$ cat src/rtl/sdr_init_pkg.sv
package sdr_init_pkg;

  typedef enum logic [3:0] {
    CMD_INH = 4'b1111,
    CMD_NOP = 4'b0111,
    CMD_PRE = 4'b0010,
    CMD_REF = 4'b0001,
    CMD_LMR = 4'b0000
  } sdr_cmd_e;

  typedef enum logic [2:0] {
    S_WAIT,
    S_PRE_GAP,
    S_REF1_GAP,
    S_REF2_GAP,
    S_MRD_GAP,
    S_RUN
  } seq_state_e;

  // Round a nanosecond figure up to whole clock cycles.
  function automatic int ns_to_cyc(input longint ns, input longint clk_ps);
    return int'((ns * 1000 + clk_ps - 1) / clk_ps);
  endfunction

endpackage

$ cat src/rtl/sdr_mode_word.sv
module sdr_mode_word #(
  parameter int ADDR_W = 13
) (
  input  logic [2:0]        bl_sel,
  input  logic              bt_ilv,
  input  logic [2:0]        cl_sel,
  input  logic              wb_single,
  output logic [ADDR_W-1:0] op
);

  logic [2:0] bl_fix;
  logic [2:0] cl_fix;

  always_comb begin
    // Burst length: 1/2/4/8 kept, full page only with sequential type.
    if (bl_sel <= 3'd3)
      bl_fix = bl_sel;
    else if (bl_sel == 3'b111 && !bt_ilv)
      bl_fix = bl_sel;
    else
      bl_fix = 3'b011;
    // Latency: 2 kept, everything else falls back to 3.
    cl_fix = (cl_sel == 3'd2) ? 3'b010 : 3'b011;
  end

  always_comb begin
    op      = '0;
    op[2:0] = bl_fix;
    op[3]   = bt_ilv;
    op[6:4] = cl_fix;
    op[9]   = wb_single;
  end

endmodule

$ cat src/rtl/sdr_interval_timer.sv
module sdr_interval_timer #(
  parameter int PERIOD = 3906
) (
  input  logic clk,
  input  logic rst,
  input  logic en,
  output logic tick
);

  localparam int CNT_W = $clog2(PERIOD + 1);
  localparam logic [CNT_W-1:0] RELOAD = CNT_W'(PERIOD - 1);

  logic [CNT_W-1:0] cnt;

  assign tick = en && (cnt == '0);

  always_ff @(posedge clk) begin
    if (rst || !en)
      cnt <= RELOAD;
    else if (cnt == '0)
      cnt <= RELOAD;
    else
      cnt <= cnt - 1'b1;
  end

endmodule

$ cat src/rtl/sdram_powerup_seq.sv
module sdram_powerup_seq
  import sdr_init_pkg::*;
#(
  parameter int CLK_PERIOD_PS     = 4000,
  parameter int INIT_WAIT_NS      = 100000,
  parameter int T_RP_NS           = 20,
  parameter int T_RFC_NS          = 70,
  parameter int T_MRD_CYC         = 2,
  parameter int REFRESH_ROWS      = 4096,
  parameter int REFRESH_WINDOW_US = 64000,
  parameter int ADDR_W            = 13,
  parameter int BA_W              = 2
) (
  input  logic              clk,
  input  logic              rst,
  input  logic              clk_ok,
  input  logic [2:0]        bl_sel,
  input  logic              bt_ilv,
  input  logic [2:0]        cl_sel,
  input  logic              wb_single,
  output logic              cke,
  output logic              cs_n,
  output logic              ras_n,
  output logic              cas_n,
  output logic              we_n,
  output logic [BA_W-1:0]   ba,
  output logic [ADDR_W-1:0] addr,
  output logic              ready
);

  localparam int INIT_CYC = ns_to_cyc(INIT_WAIT_NS, CLK_PERIOD_PS);
  localparam int T_RP_CYC = ns_to_cyc(T_RP_NS, CLK_PERIOD_PS);
  localparam int T_RFC_CYC = ns_to_cyc(T_RFC_NS, CLK_PERIOD_PS);
  localparam int REF_INT = int'((longint'(REFRESH_WINDOW_US) * 1000000) /
                                (longint'(REFRESH_ROWS) * CLK_PERIOD_PS));
  localparam int GAP_MAX = (T_RP_CYC > T_RFC_CYC) ?
                           ((T_RP_CYC > T_MRD_CYC) ? T_RP_CYC : T_MRD_CYC) :
                           ((T_RFC_CYC > T_MRD_CYC) ? T_RFC_CYC : T_MRD_CYC);
  localparam int DLY_MAX = (INIT_CYC > GAP_MAX) ? INIT_CYC : GAP_MAX;
  localparam int DLY_W = $clog2(DLY_MAX + 1);

  localparam logic [DLY_W-1:0]  D_INIT = DLY_W'(INIT_CYC);
  localparam logic [DLY_W-1:0]  D_RP   = DLY_W'(T_RP_CYC);
  localparam logic [DLY_W-1:0]  D_RFC  = DLY_W'(T_RFC_CYC);
  localparam logic [DLY_W-1:0]  D_MRD  = DLY_W'(T_MRD_CYC);
  localparam logic [ADDR_W-1:0] A_PRE_ALL = ADDR_W'(1) << 10;

  seq_state_e        st;
  logic [DLY_W-1:0]  dly;
  sdr_cmd_e          cmd_q;
  logic [ADDR_W-1:0] addr_q;
  logic [BA_W-1:0]   ba_q;
  logic              ready_q;
  logic              cke_q;
  logic [ADDR_W-1:0] mode_op;
  logic              ref_tick;
  logic              gap_done;

  sdr_mode_word #(.ADDR_W(ADDR_W)) u_mode (
    .bl_sel    (bl_sel),
    .bt_ilv    (bt_ilv),
    .cl_sel    (cl_sel),
    .wb_single (wb_single),
    .op        (mode_op)
  );

  sdr_interval_timer #(.PERIOD(REF_INT)) u_refi (
    .clk  (clk),
    .rst  (rst),
    .en   (st == S_RUN),
    .tick (ref_tick)
  );

  assign gap_done = (dly <= DLY_W'(1));

  always_ff @(posedge clk) begin
    if (rst) begin
      st      <= S_WAIT;
      dly     <= D_INIT;
      cmd_q   <= CMD_INH;
      addr_q  <= '0;
      ba_q    <= '0;
      ready_q <= 1'b0;
      cke_q   <= 1'b1;
    end else begin
      cke_q  <= 1'b1;
      cmd_q  <= CMD_NOP;
      addr_q <= '0;
      ba_q   <= '0;
      case (st)
        S_WAIT: begin
          if (!clk_ok) begin
            cmd_q <= CMD_INH;
            dly   <= D_INIT;
          end else if (dly == '0) begin
            cmd_q  <= CMD_PRE;
            addr_q <= A_PRE_ALL;
            dly    <= D_RP;
            st     <= S_PRE_GAP;
          end else begin
            dly <= dly - 1'b1;
          end
        end
        S_PRE_GAP: begin
          if (gap_done) begin
            cmd_q <= CMD_REF;
            dly   <= D_RFC;
            st    <= S_REF1_GAP;
          end else begin
            dly <= dly - 1'b1;
          end
        end
        S_REF1_GAP: begin
          if (gap_done) begin
            cmd_q <= CMD_REF;
            dly   <= D_RFC;
            st    <= S_REF2_GAP;
          end else begin
            dly <= dly - 1'b1;
          end
        end
        S_REF2_GAP: begin
          if (gap_done) begin
            cmd_q  <= CMD_LMR;
            addr_q <= mode_op;
            dly    <= D_MRD;
            st     <= S_MRD_GAP;
          end else begin
            dly <= dly - 1'b1;
          end
        end
        S_MRD_GAP: begin
          if (gap_done) begin
            ready_q <= 1'b1;
            st      <= S_RUN;
          end else begin
            dly <= dly - 1'b1;
          end
        end
        S_RUN: begin
          if (ref_tick)
            cmd_q <= CMD_REF;
        end
        default: st <= S_WAIT;
      endcase
    end
  end

  assign cke   = cke_q;
  assign cs_n  = cmd_q[3];
  assign ras_n = cmd_q[2];
  assign cas_n = cmd_q[1];
  assign we_n  = cmd_q[0];
  assign ba    = ba_q;
  assign addr  = addr_q;
  assign ready = ready_q;


  pre_all_banks_chk: assert property (@(posedge clk) disable iff (rst)
    (cmd_q == CMD_PRE) |-> (addr_q[10] && ba_q == '0));


  pre_then_nop_chk: assert property (@(posedge clk) disable iff (rst)
    (cmd_q == CMD_PRE || cmd_q == CMD_LMR) |=> (cmd_q == CMD_NOP));


  lmr_not_ready_chk: assert property (@(posedge clk) disable iff (rst)
    (cmd_q == CMD_LMR) |-> !ready_q);


  lmr_cl_legal_chk: assert property (@(posedge clk) disable iff (rst)
    (cmd_q == CMD_LMR) |-> (addr_q[6:4] == 3'd2 || addr_q[6:4] == 3'd3));


  lmr_bl_legal_chk: assert property (@(posedge clk) disable iff (rst)
    (cmd_q == CMD_LMR) |-> (addr_q[2:0] <= 3'd3 || (addr_q[2:0] == 3'd7 && !addr_q[3])));


  ready_sticky_chk: assert property (@(posedge clk) disable iff (rst)
    ready_q |=> ready_q);


  run_cmds_chk: assert property (@(posedge clk) disable iff (rst)
    ready_q |-> (cmd_q == CMD_NOP || cmd_q == CMD_REF));

endmodule

$ cat config.mk
export PLATFORM = sky130hd
export DESIGN_NAME = sdram_powerup_seq
export DESIGN_NICKNAME = d
export VERILOG_FILES = /design/src/rtl/sdr_init_pkg.sv /design/src/rtl/sdr_mode_word.sv /design/src/rtl/sdr_interval_timer.sv /design/src/rtl/sdram_powerup_seq.sv
export SDC_FILE = /design/constraint.sdc
export NUM_CORES = 1
export LEC_CHECK = 0
export BUFFER_PORTS_ARGS = -buffer_cell sky130_fd_sc_hd__buf_2
export CAP_MARGIN = 30
export CORE_ASPECT_RATIO = 0.5
export CORE_UTILIZATION = 40
export DETAILED_ROUTE_END_ITERATION = 6
export GPL_ROUTABILITY_DRIVEN = 0
export PLACE_DENSITY = 0.62
export REMOVE_ABC_BUFFERS = 1
export SLEW_MARGIN = 20
export SYNTH_ARGS = -nofsm -noshare
export SYNTH_HDL_FRONTEND = slang
export SYNTH_HIERARCHICAL = 1
export SYNTH_SLANG_ARGS = --single-unit
$ cat constraint.sdc
create_clock -name clk -period 3.3 [get_ports clk]
set_clock_uncertainty 0.15 [all_clocks]
set_input_delay 0.66 -clock clk [delete_from_list [all_inputs] [get_ports clk]]
set_output_delay 0.66 -clock clk [all_outputs]
set_load 0.01 [all_outputs]
---- Yosys cells after proc, flatten, opt, wreduce, memory -nomap -nowiden ----
Cells that the tools add are included.
word-level totals
  register bits after elaboration ......... 48
  output and inout port bits .............. 21
operators by class
  add/sub/neg operators ................... 2
  magnitude comparators ................... 2
  equality and inequality tests ........... 14
  mux-type cells .......................... 26
  bitwise gates (word level) .............. 1
  reductions and logical operators ........ 14
operators by type and width
  cell                                                             number
  2-to-1 mux 15 bit                                                5
  case mux 15 bit (4 select lines)                                 1
  2-to-1 mux 3 bit                                                 12
  2-to-1 mux 11 bit                                                2
  case mux 11 bit (2 select lines)                                 1
  case mux 3 bit (6 select lines)                                  1
  case mux 4 bit (4 select lines)                                  1
  less-or-equal comparator 15 x 1 -> 1 bit, second input constant  1
  logical NOT 15 bit                                               1
  subtractor 15 x 1 -> 15 bit, second input constant               1
  != test 2 bit, second input constant                             7
  logical NOT 12 bit                                               1
  subtractor 12 x 1 -> 12 bit, second input constant               1
  2-to-1 mux 10 bit                                                1
  equality test 3 x 2 -> 1 bit, second input constant              3
  equality test 3 bit, second input constant                       3
  AND reduction 7 bit                                              1
  2-to-1 mux 4 bit                                                 1
  AND reduction 2 bit                                              2
  nonzero test 4 bit                                               1
  OR reduction 2 bit                                               2
  equality test 3 x 1 -> 1 bit, second input constant              1
  less-or-equal comparator 3 x 2 -> 1 bit, second input constant   1
  logical NOT 3 bit                                                1
  5 further kinds                                                  7

---- Depth between registers and ports, before layout ----
  depth in word-level cells ............... 6
  gate-level depth with buffers ........... 10

---- By module ----
Netlist, hierarchy kept.
modules (own cells, without submodules)
  module              times used  cells each  area each (µm²)  sequential area each (µm²)
  sdram_powerup_seq   1           206         1804.2           720.7
  sdr_interval_timer  1           58          551.8            240.2
  sdr_mode_word       1           15          106.4            0.0

---- Least setup slack after synthesis ----
OpenSTA, ideal clock, no wires.
  kind .................................... register to register
  from .................................... reg dly[0]
  to ...................................... reg dly[14]
  library setup time ...................... 0.122 ns
  arrival ................................. 1.794 ns
  setup slack ............................. 1.234 ns
  stages on the path, launching flop included .. 8
  path buffers ............................ 0
  cells stage by stage .................... dfxtp_1 inv_1 ha_1 nor3b_1 and2_1 nand3_1 a21o_1 a221o_1
on the way
  cells in the longest elaborated chain, start to end .. 4
ends and longest elaborated chain
  what                                                                      line                      source
  start, declared                                                           sdram_powerup_seq.sv:49   logic [DLY_W-1:0] dly;
  start signal, assigned                                                    sdram_powerup_seq.sv:101  dly <= dly - 1'b1;
  start signal, assigned                                                    sdram_powerup_seq.sv:110  dly <= dly - 1'b1;
  start signal, assigned                                                    sdram_powerup_seq.sv:119  dly <= dly - 1'b1;
  subtractor 15 x 1 -> 15 bit / logical NOT 15 bit (equally long branches)  --
  2-to-1 mux 15 bit                                                         sdram_powerup_seq.sv:95   end else if (dly == '0) begin
  2-to-1 mux 15 bit                                                         sdram_powerup_seq.sv:92   if (!clk_ok) begin
  case mux 15 bit (4 select lines)                                          sdram_powerup_seq.sv:90   case (st)
Parallel ways exist; a longest one is shown, timed or not. The select of a mux whose other input is x is not followed.
A chain may end at the register's enable or synchronous reset.

---- Worst setup path in the final report ----
  from .................................... reg dly[4]
  to ...................................... reg dly[7]
Same word-level chain as after synthesis.

==> out/metrics.cfg <==
[sta]
fin_ws_ps = 809
finalHoldViolations = 0
fmax_mhz = 401
fin_crit_ps = 2490
worstMarginPinSlew_ps = 650
report.final.slew_viol_count = 0
maxSlewHeadroom = 0.566
rsz0062_at_grt = false
setup_viol = 0
fin_crit_sh = 0.755
timing.setup.tns_ps = 0

[clocking]
clock_sinks = 48
clk_latency_ps = 290
cts_made_buffers = 5
clk_pin_slew_worst_paths_ps = 70
post_cts_buffers = 0
clockRootBuffer = clkbuf_16
ctsResizeCount = 0
clockBufferDepth = 2
htreeDepth = 2
ctsHoldBuffers = 0
cts_tree = yes

[die]
fp-row-count = 19
die_h_um = 57.5
io_pins = 32
coreArea_sq_um = 5710
fp.dieArea_sq_um = 6490
die_w_um = 113
initial_core_util = 0.432

[power]
p_clk_frac = 0.442
intPower_mw = 0.895
sw_frac_of_total = 0.236
ir_drop_v = 0.000229
pwr-share-seq = 0.505
power_frac_comb = 0.053
p_per_area_nw_per_um2 = 430
p_leak_nw = 1.02
switching_power_mw = 0.277

[final_layout]
multiInputGateArea_sq_um = 1340
syn_to_final_growth_pct = 10.7
drive_gt1_frac = 0.187
layout.nets = 313
fill_cells = 548
seq_area_sq_um = 961
n_antenna_cell = 0

[yosys]
synth_cell_type_count = 66
synthFlopType = dfxtp_1
syn_inst = 279
netlist_area_sq_um = 2460
synth-seq-area-share = 0.390
synth_edf_count = 0
async_reset_ff_frac = 0
yosysWarningCount = 6
syn_avg_cell_area_sq_um = 8.83
yosys_register_bits = 48

[hold_path]
hold_path.class = reg2reg
holdCritStartpoint = u_refi/cnt[0]

[worst_setup_path]
cp.required_ps = 3330
reg2reg_slack_ps = 810
cp_data_arrival_time_ps = 2520
critical_path_class = reg2reg
r2r-start = dly[4]
r2r_cells = 5
crit_end = dly[7]
endpoint_kind = flop
startpoint_type = flop
r2r-end = dly[7]
path_cells = nor4_4, and4_1, nand2_2, a21o_1, a311o_1
slowest_delay_ps = 550
cp-startpoint = dly[4]
critPathSlowestCell = nor4_4
crit_path_max_fanout = 9

[drt]
routed_via_density = 5.83
drc = 0
drt_iter0_markers = 174
drt_pass1_iterations = 5
routed_wirelength_mm = 5.63
wl_per_cell_um = 15.1
drt.antenna.violating_nets = 0
vias = 2168

[grt]
grt_pass1_wl_mm = 9.59
grt_pass1_vias = 1994
overflow = 0
antenna_found_initial = 0
grt_max_degree = 21
track_usage = 0.190

[place]
pre_cts_ws_ps = 843
port_buffers = 28
dpl.hpwl_mm = 4.10

[status]
outcome = finished, final reports clean

[flow_run]
drv_cap = 0

-- power groups by stage --
stage | Clock [mW] | Combinational [mW] | Sequential [mW]
global route | 0.554 | 0.0690 | 0.592
floorplan | 0 | 0.0389 | 0.603
finish | 0.518 | 0.0620 | 0.591
CTS | 0.524 | 0.0600 | 0.591
global placement | 0 | 0.0591 | 0.604
detailed placement | 0 | 0.0597 | 0.605
-- layout by cell type, fill, tap and decap left out, types with 3 or more instances in the layout --
cell       count
a22oi_1        3
nor4_1         3
and2_1        14
o21ai_0       13
o211ai_1       3
a31oi_1        4
or2_2          7
a21o_1         4
conb_1        10
inv_1          9
buf_2         28
nand3_1       12
clkbuf_16      5
a21oi_1       10
nand2_1       18
o31ai_1        7
nand4_1        5
or3_1          9
ha_1           4
nor2_1        13
or4_1          4
nor3_1         9
dfxtp_1       48
xor2_1         3
-- synth_stat cells, drive strengths merged, types with 2 or more instances --
library cell  number  area share
a21o               4       0.012
nand3             12       0.024
a22oi              3      0.0091
nand4              6       0.021
nand2             19       0.030
inv                9       0.014
xnor2              2      0.0071
and3               2      0.0051
nor3               9       0.018
o31ai              8       0.026
xor2               3       0.011
a31oi              4       0.010
o21ai             15       0.030
dfxtp             48        0.39
o211ai             4       0.018
or4                5       0.017
a32o               2      0.0081
a221o              2      0.0081
and2              15       0.039
ha                 4       0.020
or3b               2      0.0071
a21oi             10       0.020
a22o               2      0.0071
conb               4      0.0061
a21boi             3      0.0091
or2                7       0.018
buf               16       0.050
or3                9       0.023
clkbuf             8       0.012
o22ai              2      0.0051
nor2              13       0.020
nor4               5       0.025
-- critical path: cells and delay by family (launching register included) --
| family | cells | cell delay [ps] |
|---|---|---|
| and+or+nand+nor | 3 | 1270 |
| AOI/OAI and AO/OA | 2 | 550 |
| DFF | 1 | 410 |
-- stage by stage --
step | cell area, sq um | instances | util | power, mW | hold WS (ps)
final | 2730 | 372 | 0.478 | 1.17 | 267
after global routing | 2730 | 372 | 0.478 | 1.22 | 291
after CTS | 2720 | 371 | 0.477 | 1.17 | 266
after detailed placement | 2570 | 363 | 0.450 | 0.664 | 250
after global placement | 2570 | 363 | 0.450 | 0.664 | 244
after floorplan | 2330 | 261 | - | 0.642 | 229
-- sequential cells by signal, indices dropped and copies added (netlist names) --
| register | flops |
|---|---|
| ready | 1 |
| cmd_q | 4 |
| dly | 15 |
| u_refi/cnt | 12 |
| st | 3 |
| addr | 13 |
-- per-layer routing --
layer	track usage	wire length, um	up-vias
met5	0	0	-
met1	0.263	2710	1010
met4	0.0658	50	0
met3	0.0595	487	5
met2	0.282	2380	110
li1	-	-	1043
-- how the worst min path moves through the flow --
stage               slack, ps       endpoint  cells after the start
finish                    270  u_refi/cnt[0]                      1
global route              290  u_refi/cnt[0]                      1
CTS                       270  u_refi/cnt[0]                      1
detailed placement        250  u_refi/cnt[0]                      1
global placement          240  u_refi/cnt[0]                      1
floorplan                 230  u_refi/cnt[0]                      1
-- layout make-up --
cell class / count / area share
clock buffer: 5 / 0.0459
clock inverter: 3 / 0.00918
inverter: 9 / 0.0124
multi-input combinational: 204 / 0.490
sequential: 48 / 0.353
tap: 73 / 0.0335
timing repair buffer: 30 / 0.0560
-- cells by family (layout without fill, tap and decap cells) --
family,count (synthesis),after routing,synth area share
and+or+nand+nor,111,111,0.271
AOI/OAI and AO/OA,73,73,0.214
DFF,48,48,0.390
buffers and inverters,33,47,0.0762
xor gates and xnor gates,5,5,0.0178
adders and majority gates,4,4,0.0203
other,4,10,0.00610
muxes,1,1,0.00407
Power figures use the tool's default switching activity.
